[src/rtl/lsm_pkg.sv]
package lsm_pkg;
   typedef enum logic [1:0] {
      ST_IDLE = 2'd0,
      ST_XFER = 2'd1,
      ST_FIN  = 2'd2,
      ST_EXC  = 2'd3
   } lsm_state_e;

   localparam int unsigned LSM_ADDR_INCR   = 0;
   localparam int unsigned LSM_ADDR_OFFSET = 1;
endpackage

[src/rtl/lsm_align_chk.sv]
module lsm_align_chk #(
   parameter int unsigned ADDR_W     = 32,
   parameter int unsigned WORD_BYTES = 4,
   localparam int unsigned LOW_W     = (WORD_BYTES > 1) ? $clog2(WORD_BYTES) : 1
) (
   input  logic [ADDR_W-1:0] ea_i,
   input  logic              little_end_i,
   output logic              misaligned_o
);
   // Endian mode does not relax the word-alignment rule for multiple transfers.
   logic unused_endian;
   assign unused_endian = little_end_i;

   generate
      if (WORD_BYTES > 1) begin : g_chk
         assign misaligned_o = |ea_i[LOW_W-1:0];
      end else begin : g_byte
         logic unused_low;
         assign unused_low   = ea_i[0];
         assign misaligned_o = 1'b0;
      end
   endgenerate
endmodule

[src/rtl/lsm_ctrl.sv]
module lsm_ctrl
   import lsm_pkg::*;
#(
   parameter int unsigned REG_CNT = 32,
   localparam int unsigned IDX_W  = $clog2(REG_CNT)
) (
   input  logic             clk,
   input  logic             rst_n,
   input  logic             start_i,
   input  logic             store_i,
   input  logic [IDX_W-1:0] first_i,
   input  logic             misaligned_i,
   input  logic             rdy_i,
   output logic             accept_o,
   output logic             busy_o,
   output logic             req_o,
   output logic             we_o,
   output logic             beat_o,
   output logic             last_o,
   output logic [IDX_W-1:0] idx_o,
   output logic             done_o,
   output logic             exc_o
);
   localparam logic [IDX_W-1:0] LAST_IDX = IDX_W'(REG_CNT - 1);

   lsm_state_e       state_q;
   logic [IDX_W-1:0] idx_q;
   logic             store_q;

   assign accept_o = start_i && (state_q == ST_IDLE);
   assign busy_o   = (state_q != ST_IDLE);
   assign req_o    = (state_q == ST_XFER);
   assign we_o     = req_o && store_q;
   assign beat_o   = req_o && rdy_i;
   assign last_o   = (idx_q == LAST_IDX);
   assign idx_o    = idx_q;
   assign done_o   = (state_q == ST_FIN);
   assign exc_o    = (state_q == ST_EXC);

   always_ff @(posedge clk or negedge rst_n) begin
      if (!rst_n) begin
         state_q <= ST_IDLE;
         idx_q   <= '0;
         store_q <= 1'b0;
      end else begin
         case (state_q)
            ST_IDLE: begin
               if (start_i) begin
                  store_q <= store_i;
                  idx_q   <= first_i;
                  state_q <= misaligned_i ? ST_EXC : ST_XFER;
               end
            end
            ST_XFER: begin
               if (rdy_i) begin
                  if (idx_q == LAST_IDX) state_q <= ST_FIN;
                  else                   idx_q   <= idx_q + 1'b1;
               end
            end
            ST_FIN:  state_q <= ST_IDLE;
            ST_EXC:  state_q <= ST_IDLE;
            default: state_q <= ST_IDLE;
         endcase
      end
   end

   // status pulses exclusive and single-cycle
   a_r6_no_overlap: assert property (@(posedge clk) disable iff (!rst_n)
      !(done_o && exc_o));
   a_r6_done_pulse: assert property (@(posedge clk) disable iff (!rst_n)
      done_o |=> !done_o);
   a_r6_exc_pulse: assert property (@(posedge clk) disable iff (!rst_n)
      exc_o |=> !exc_o);
   // completion only after an accepted final access
   a_r6_done_after_last: assert property (@(posedge clk) disable iff (!rst_n)
      $rose(done_o) |-> $past(beat_o && last_o));
endmodule

[src/rtl/lsm_addr_gen.sv]
module lsm_addr_gen
   import lsm_pkg::*;
#(
   parameter int unsigned ADDR_W     = 32,
   parameter int unsigned WORD_BYTES = 4,
   parameter int unsigned REG_CNT    = 32,
   parameter int unsigned STYLE      = LSM_ADDR_INCR,
   localparam int unsigned IDX_W     = $clog2(REG_CNT),
   localparam int unsigned LOW_W     = (WORD_BYTES > 1) ? $clog2(WORD_BYTES) : 0
) (
   input  logic              clk,
   input  logic              rst_n,
   input  logic              load_i,
   input  logic [ADDR_W-1:0] ea_i,
   input  logic [IDX_W-1:0]  first_i,
   input  logic [IDX_W-1:0]  idx_i,
   input  logic              beat_i,
   input  logic              last_i,
   output logic [ADDR_W-1:0] addr_o
);
   localparam logic [ADDR_W-1:0] STEP = ADDR_W'(WORD_BYTES);

   generate
      if (STYLE == LSM_ADDR_INCR) begin : g_incr
         logic [ADDR_W-1:0] addr_q;
         logic              unused_idx;
         assign unused_idx = ^{first_i, idx_i};
         always_ff @(posedge clk or negedge rst_n) begin
            if (!rst_n)      addr_q <= '0;
            else if (load_i) addr_q <= ea_i;
            else if (beat_i) addr_q <= addr_q + STEP;
         end
         assign addr_o = addr_q;
      end else begin : g_offset
         logic [ADDR_W-1:0] base_q;
         logic [IDX_W-1:0]  first_q;
         logic [ADDR_W-1:0] offs;
         always_ff @(posedge clk or negedge rst_n) begin
            if (!rst_n) begin
               base_q  <= '0;
               first_q <= '0;
            end else if (load_i) begin
               base_q  <= ea_i;
               first_q <= first_i;
            end
         end
         assign offs   = ADDR_W'(idx_i - first_q) << LOW_W;
         assign addr_o = base_q + offs;
      end
   endgenerate

   // each accepted non-final access is followed by the next word address
   a_r2_addr_step: assert property (@(posedge clk) disable iff (!rst_n)
      (beat_i && !last_i) |=> (addr_o == $past(addr_o) + STEP));
endmodule

[src/rtl/lsm_seq.sv]
module lsm_seq
   import lsm_pkg::*;
#(
   parameter int unsigned ADDR_W     = 32,
   parameter int unsigned DATA_W     = 32,
   parameter int unsigned WORD_BYTES = 4,
   parameter int unsigned REG_CNT    = 32,
   parameter int unsigned ADDR_STYLE = LSM_ADDR_INCR,
   localparam int unsigned IDX_W     = $clog2(REG_CNT)
) (
   input  logic              clk,
   input  logic              rst_n,
   input  logic              start_i,
   input  logic              store_i,
   input  logic [IDX_W-1:0]  first_reg_i,
   input  logic [ADDR_W-1:0] ea_i,
   input  logic              little_end_i,
   output logic              busy_o,
   output logic              done_o,
   output logic              align_exc_o,
   output logic              mem_req_o,
   output logic              mem_we_o,
   output logic [ADDR_W-1:0] mem_addr_o,
   output logic [DATA_W-1:0] mem_wdata_o,
   input  logic [DATA_W-1:0] mem_rdata_i,
   input  logic              mem_rdy_i,
   output logic              rf_we_o,
   output logic [IDX_W-1:0]  rf_widx_o,
   output logic [DATA_W-1:0] rf_wdata_o,
   output logic [IDX_W-1:0]  rf_ridx_o,
   input  logic [DATA_W-1:0] rf_rdata_i
);
   initial begin
      assert (REG_CNT >= 2 && (REG_CNT & (REG_CNT - 1)) == 0)
         else $error("lsm_seq: REG_CNT must be a power of two >= 2");
      assert (WORD_BYTES >= 1 && (WORD_BYTES & (WORD_BYTES - 1)) == 0)
         else $error("lsm_seq: WORD_BYTES must be a power of two");
      assert (DATA_W == 8 * WORD_BYTES)
         else $error("lsm_seq: DATA_W must equal 8*WORD_BYTES");
      assert (ADDR_STYLE == LSM_ADDR_INCR || ADDR_STYLE == LSM_ADDR_OFFSET)
         else $error("lsm_seq: unknown ADDR_STYLE");
   end

   logic             misaligned;
   logic             accept;
   logic             beat;
   logic             last;
   logic [IDX_W-1:0] idx;

   lsm_align_chk #(
      .ADDR_W     (ADDR_W),
      .WORD_BYTES (WORD_BYTES)
   ) u_align (
      .ea_i         (ea_i),
      .little_end_i (little_end_i),
      .misaligned_o (misaligned)
   );

   lsm_ctrl #(
      .REG_CNT (REG_CNT)
   ) u_ctrl (
      .clk          (clk),
      .rst_n        (rst_n),
      .start_i      (start_i),
      .store_i      (store_i),
      .first_i      (first_reg_i),
      .misaligned_i (misaligned),
      .rdy_i        (mem_rdy_i),
      .accept_o     (accept),
      .busy_o       (busy_o),
      .req_o        (mem_req_o),
      .we_o         (mem_we_o),
      .beat_o       (beat),
      .last_o       (last),
      .idx_o        (idx),
      .done_o       (done_o),
      .exc_o        (align_exc_o)
   );

   lsm_addr_gen #(
      .ADDR_W     (ADDR_W),
      .WORD_BYTES (WORD_BYTES),
      .REG_CNT    (REG_CNT),
      .STYLE      (ADDR_STYLE)
   ) u_addr (
      .clk     (clk),
      .rst_n   (rst_n),
      .load_i  (accept),
      .ea_i    (ea_i),
      .first_i (first_reg_i),
      .idx_i   (idx),
      .beat_i  (beat),
      .last_i  (last),
      .addr_o  (mem_addr_o)
   );

   // Data paths: loads write the register file as the beat lands; stores forward the read port.
   assign rf_ridx_o   = idx;
   assign rf_widx_o   = idx;
   assign mem_wdata_o = rf_rdata_i;
   assign rf_wdata_o  = mem_rdata_i;
   assign rf_we_o     = beat && !mem_we_o;

   // an exception only follows an accepted start
   a_r1_exc_after_start: assert property (@(posedge clk) disable iff (!rst_n)
      $rose(align_exc_o) |-> $past(start_i && !busy_o));
   // a stalled request holds address and direction
   a_r3_stall_hold: assert property (@(posedge clk) disable iff (!rst_n)
      (mem_req_o && !mem_rdy_i) |=> (mem_req_o && $stable(mem_addr_o) && $stable(mem_we_o)));
   // a store never writes the register file
   a_r7_store_no_rf: assert property (@(posedge clk) disable iff (!rst_n)
      mem_we_o |-> !rf_we_o);
   // no request or status while idle
   a_r10_idle_quiet: assert property (@(posedge clk) disable iff (!rst_n)
      !busy_o |-> !(mem_req_o || done_o || align_exc_o));
endmodule

[config.mk]
export PLATFORM = sky130hd
export DESIGN_NAME = lsm_seq
export DESIGN_NICKNAME = d
export VERILOG_FILES = /design/src/rtl/lsm_pkg.sv /design/src/rtl/lsm_align_chk.sv /design/src/rtl/lsm_ctrl.sv /design/src/rtl/lsm_addr_gen.sv /design/src/rtl/lsm_seq.sv
export SDC_FILE = /design/constraint.sdc
export NUM_CORES = 1
export LEC_CHECK = 0
export CAP_MARGIN = 10
export CORE_ASPECT_RATIO = 0.5
export CORE_MARGIN = 1.5
export CORE_UTILIZATION = 34
export DETAILED_ROUTE_END_ITERATION = 10
export PLACE_DENSITY = 0.81
export SLEW_MARGIN = 20
export SYNTH_ARGS = -nofsm -noshare
export SYNTH_HDL_FRONTEND = slang
export SYNTH_SLANG_ARGS = --single-unit
[constraint.sdc]
create_clock -name clk -period 2 [get_ports clk]
set_clock_uncertainty 0.05 [all_clocks]
set_input_delay 0.4 -clock clk [delete_from_list [all_inputs] [get_ports clk]]
set_output_delay 0.4 -clock clk [all_outputs]
set_load 0.02 [all_outputs]
==> reports/results.txt <==
Mapped Area -> 2860 um2
Worst slew pin tran -> 0.545 ns
Adder-cell share of the synthesized area -> 1.31%
Largest family of logic cells by synthesized area -> simple AND/OR/NAND/NOR gates
H-tree levels -> 2
Ratio of cells with drive above 1 in the final layout -> 17.7%
TNS Setup -> 0 ns
Top cells by area, synth -> dfrtp_1 35%, buf_4 18%, nand2_1 5.1%, nand3_1 4.0%, nor2_1 2.5%
Netlist cell types -> 49
Clk root buf -> clkbuf_16
Synth Flop Type -> dfrtp_1
CP required -> 2.17 ns
Register area share after synthesis -> 34.9%
Flops & latches, synth -> 40
Final ANT Viol Nets -> 0
Antenna violations before repair -> 0
Starting Density -> 35.4%
Reg clk slew, reported paths -> 0.06 ns
Num Clock Sinks -> 40
Fin crit share -> 97.6%
Final hold violations -> 0
Die width -> 133 um
Post-synthesis average cell area -> 8.50 um2
Crit start category -> flop
Mux share of post-synthesis cell area -> 1.40%
Synth warn -> 0
Final instance area -> 3840 um2
Hold Slack -> 0.140 ns
Worst r2r src -> u_addr.addr_o[2]
Row count -> 23
Cells on worst reg2reg path -> 8
Crit path kind -> flop to flop
Relative slew slack -> 63.7%
FF/Latch Area -> 1000 um2
Fraction of post-synthesis cell area in the top cell type by area -> 34.9%
Reg-to-reg slack, setup -> 0.05 ns
Leak -> 1.61 nW
Core ar. -> 8090 um2
Post-DP HPWL -> 6170 um
Grt total ovfl -> 0
Compound-gate portion of the synthesized area -> 16.7%
Worst-path fanout max -> 5
Area of the multi-input gates -> 1320 um2
CTS Buf Count -> 5
DIE AREA -> 9020 um2
Largest net degree at the start of global routing -> 41
Post-DP Area -> 3640 um2
Synth cell count leaders -> 69 x buf_4, 40 x dfrtp_1, 39 x nand2_1, 23 x nand3_1, 19 x nor2_1
Max-slew violation count -> 0
Post-Place Cells -> 496
XOR/XNOR share of the synthesized area -> 2.75%
Layout Cells excl Fill -> 507
Total GRT Usage -> 17.9%
First-pass GRT wire length -> 12700 um
I/O pins -> 219
Synthesized netlist net count -> 447
Share of synthesized registers carrying an async set or reset -> 100%
Routed via count -> 2636
Synth area leader -> dfrtp_1
Drc violations -> 0
Crit path DAT -> 2.12 ns
Hold Buf Count CTS -> 0
Nets -> 505
PnR Total Power -> 0.00610 W
RSZ-0062 raised after global routing -> yes
Post-Synth Simple-Gate Area -> 22.7%
Worst skew pair latency -> 0.28 ns
Most frequent cell after synthesis -> buf_4
Vias per inst -> 5.20
Worst-case clock buffer depth -> 2
Port bufs -> 89
Hold Crit Class -> primary input to async pin
Final setup violation count -> 0
Synth Instances -> 337
Outcome -> complete, no violations
CTS tree -> built
FILL cells -> 736
Min Clock Period, post-route -> 1.95 ns
Max cap viols -> 0
Pwr per Cell Area -> 1590 nW/um2
Vias in the first global route -> 2486
Fmax -> 0.512 GHz
Area growth, synth to finish -> 34.1%
WL final -> 8460 um
N_diodes -> 0
Post-synth EDFFs -> 0
WL per Instance -> 16.7 um
CP Capture Type -> flop
Worst VDD drop -> 0.570 mV
Die height -> 67.9 um
R2r endpoint -> u_addr.addr_o[12]
DRT Pass-1 Iters -> 4
GP Congestion -> 0.827
DR iter-0 viols -> 312
[cells in the final DEF (no fill, tap or decap), types with 5 or more instances in the layout]
master,n
nor3_1,7
xor2_1,7
nand3_1,23
dfrtp_1,39
clkbuf_16,5
nand2_1,39
buf_4,42
o21ai_0,13
nor2_1,18
nand4_1,5
clkdlybuf4s50_1,84
a21oi_1,11
a31oi_1,6
a22oi_1,7
and3_1,6
o211ai_1,6
[registers in the layout (all words and copies together) (netlist names)]
signal,cells
u_addr.addr_o,32
u_ctrl.idx_o,5
u_ctrl.state_q,2
u_ctrl.store_q,1
[layer usage]
metal / vias to the layer above / global-route usage [%] / part of all wire (%)
met5: - / 0 / 0
met1: 1262 / 21.8 / 42
li1: 1246 / - / -
met2: 99 / 29.8 / 48
met4: 0 / 8.79 / 2.6
met3: 29 / 5.26 / 7.8
[area by class of cell]
type	count	area share [%]
clock buffer	6	3.36
tap	112	3.65
sequential	40	26.1
clock inverter	1	0.130
inverter	2	0.196
multi-input combinational	212	34.4
timing repair buffer	134	32.2
[critical path, stage by stage (launching register included)]
cell      delay, ns
dfrtp_1        0.47
ha_4           0.20
nand4_1        0.19
buf_4          0.20
nor3_1         0.14
buf_4          0.17
a31oi_1        0.08
a311oi_1       0.27
a21o_1         0.12
[through the flow]
stage | utilization, % | setup slack (ns)
after floorplan | - | 0.0454
after global placement | 45.0 | -0.206
after detailed placement | 45.0 | -0.248
after CTS | 46.7 | 0.0514
after global routing | 47.5 | -0.00950
final | 47.5 | 0.0484
[power by group]
group | switching, W | internal (W) | total [W] | leakage [nW]
clock network | 0.000314 | 0.000454 | 0.000768 | 0.0667
registers | 0.000510 | 0.00120 | 0.00171 | 0.457
logic | 0.00186 | 0.00176 | 0.00362 | 1.09
[worst max path at each step]
stage,start,endpoint,cells after the start
2_1_floorplan,u_addr.addr_o[9],u_addr.addr_o[23],6
3_3_place_gp,mem_rdy_i,u_addr.addr_o[11],8
6_report,u_addr.addr_o[2],u_addr.addr_o[12],8
3_5_place_dp,mem_rdy_i,u_addr.addr_o[13],8
4_1_cts,u_addr.addr_o[3],u_addr.addr_o[28],6
5_1_grt,u_addr.addr_o[7],u_addr.addr_o[23],6
[cells by family after synthesis]
family          after synthesis
flops                        40
simple gates                126
buf+inv                      85
compound gates               70
fa+ha+maj                     3
xor+xnor                      9
mux                           4
[timing repair]
action                                 CTS  global route
gates resized for setup                  5            10
setup endpoints to repair                6            15
endpoints found under the hold margin    0             0
pin swaps                                0             3
setup buffers                            0             4
cloned                                   0             0
Power figures use the tool's default switching activity.
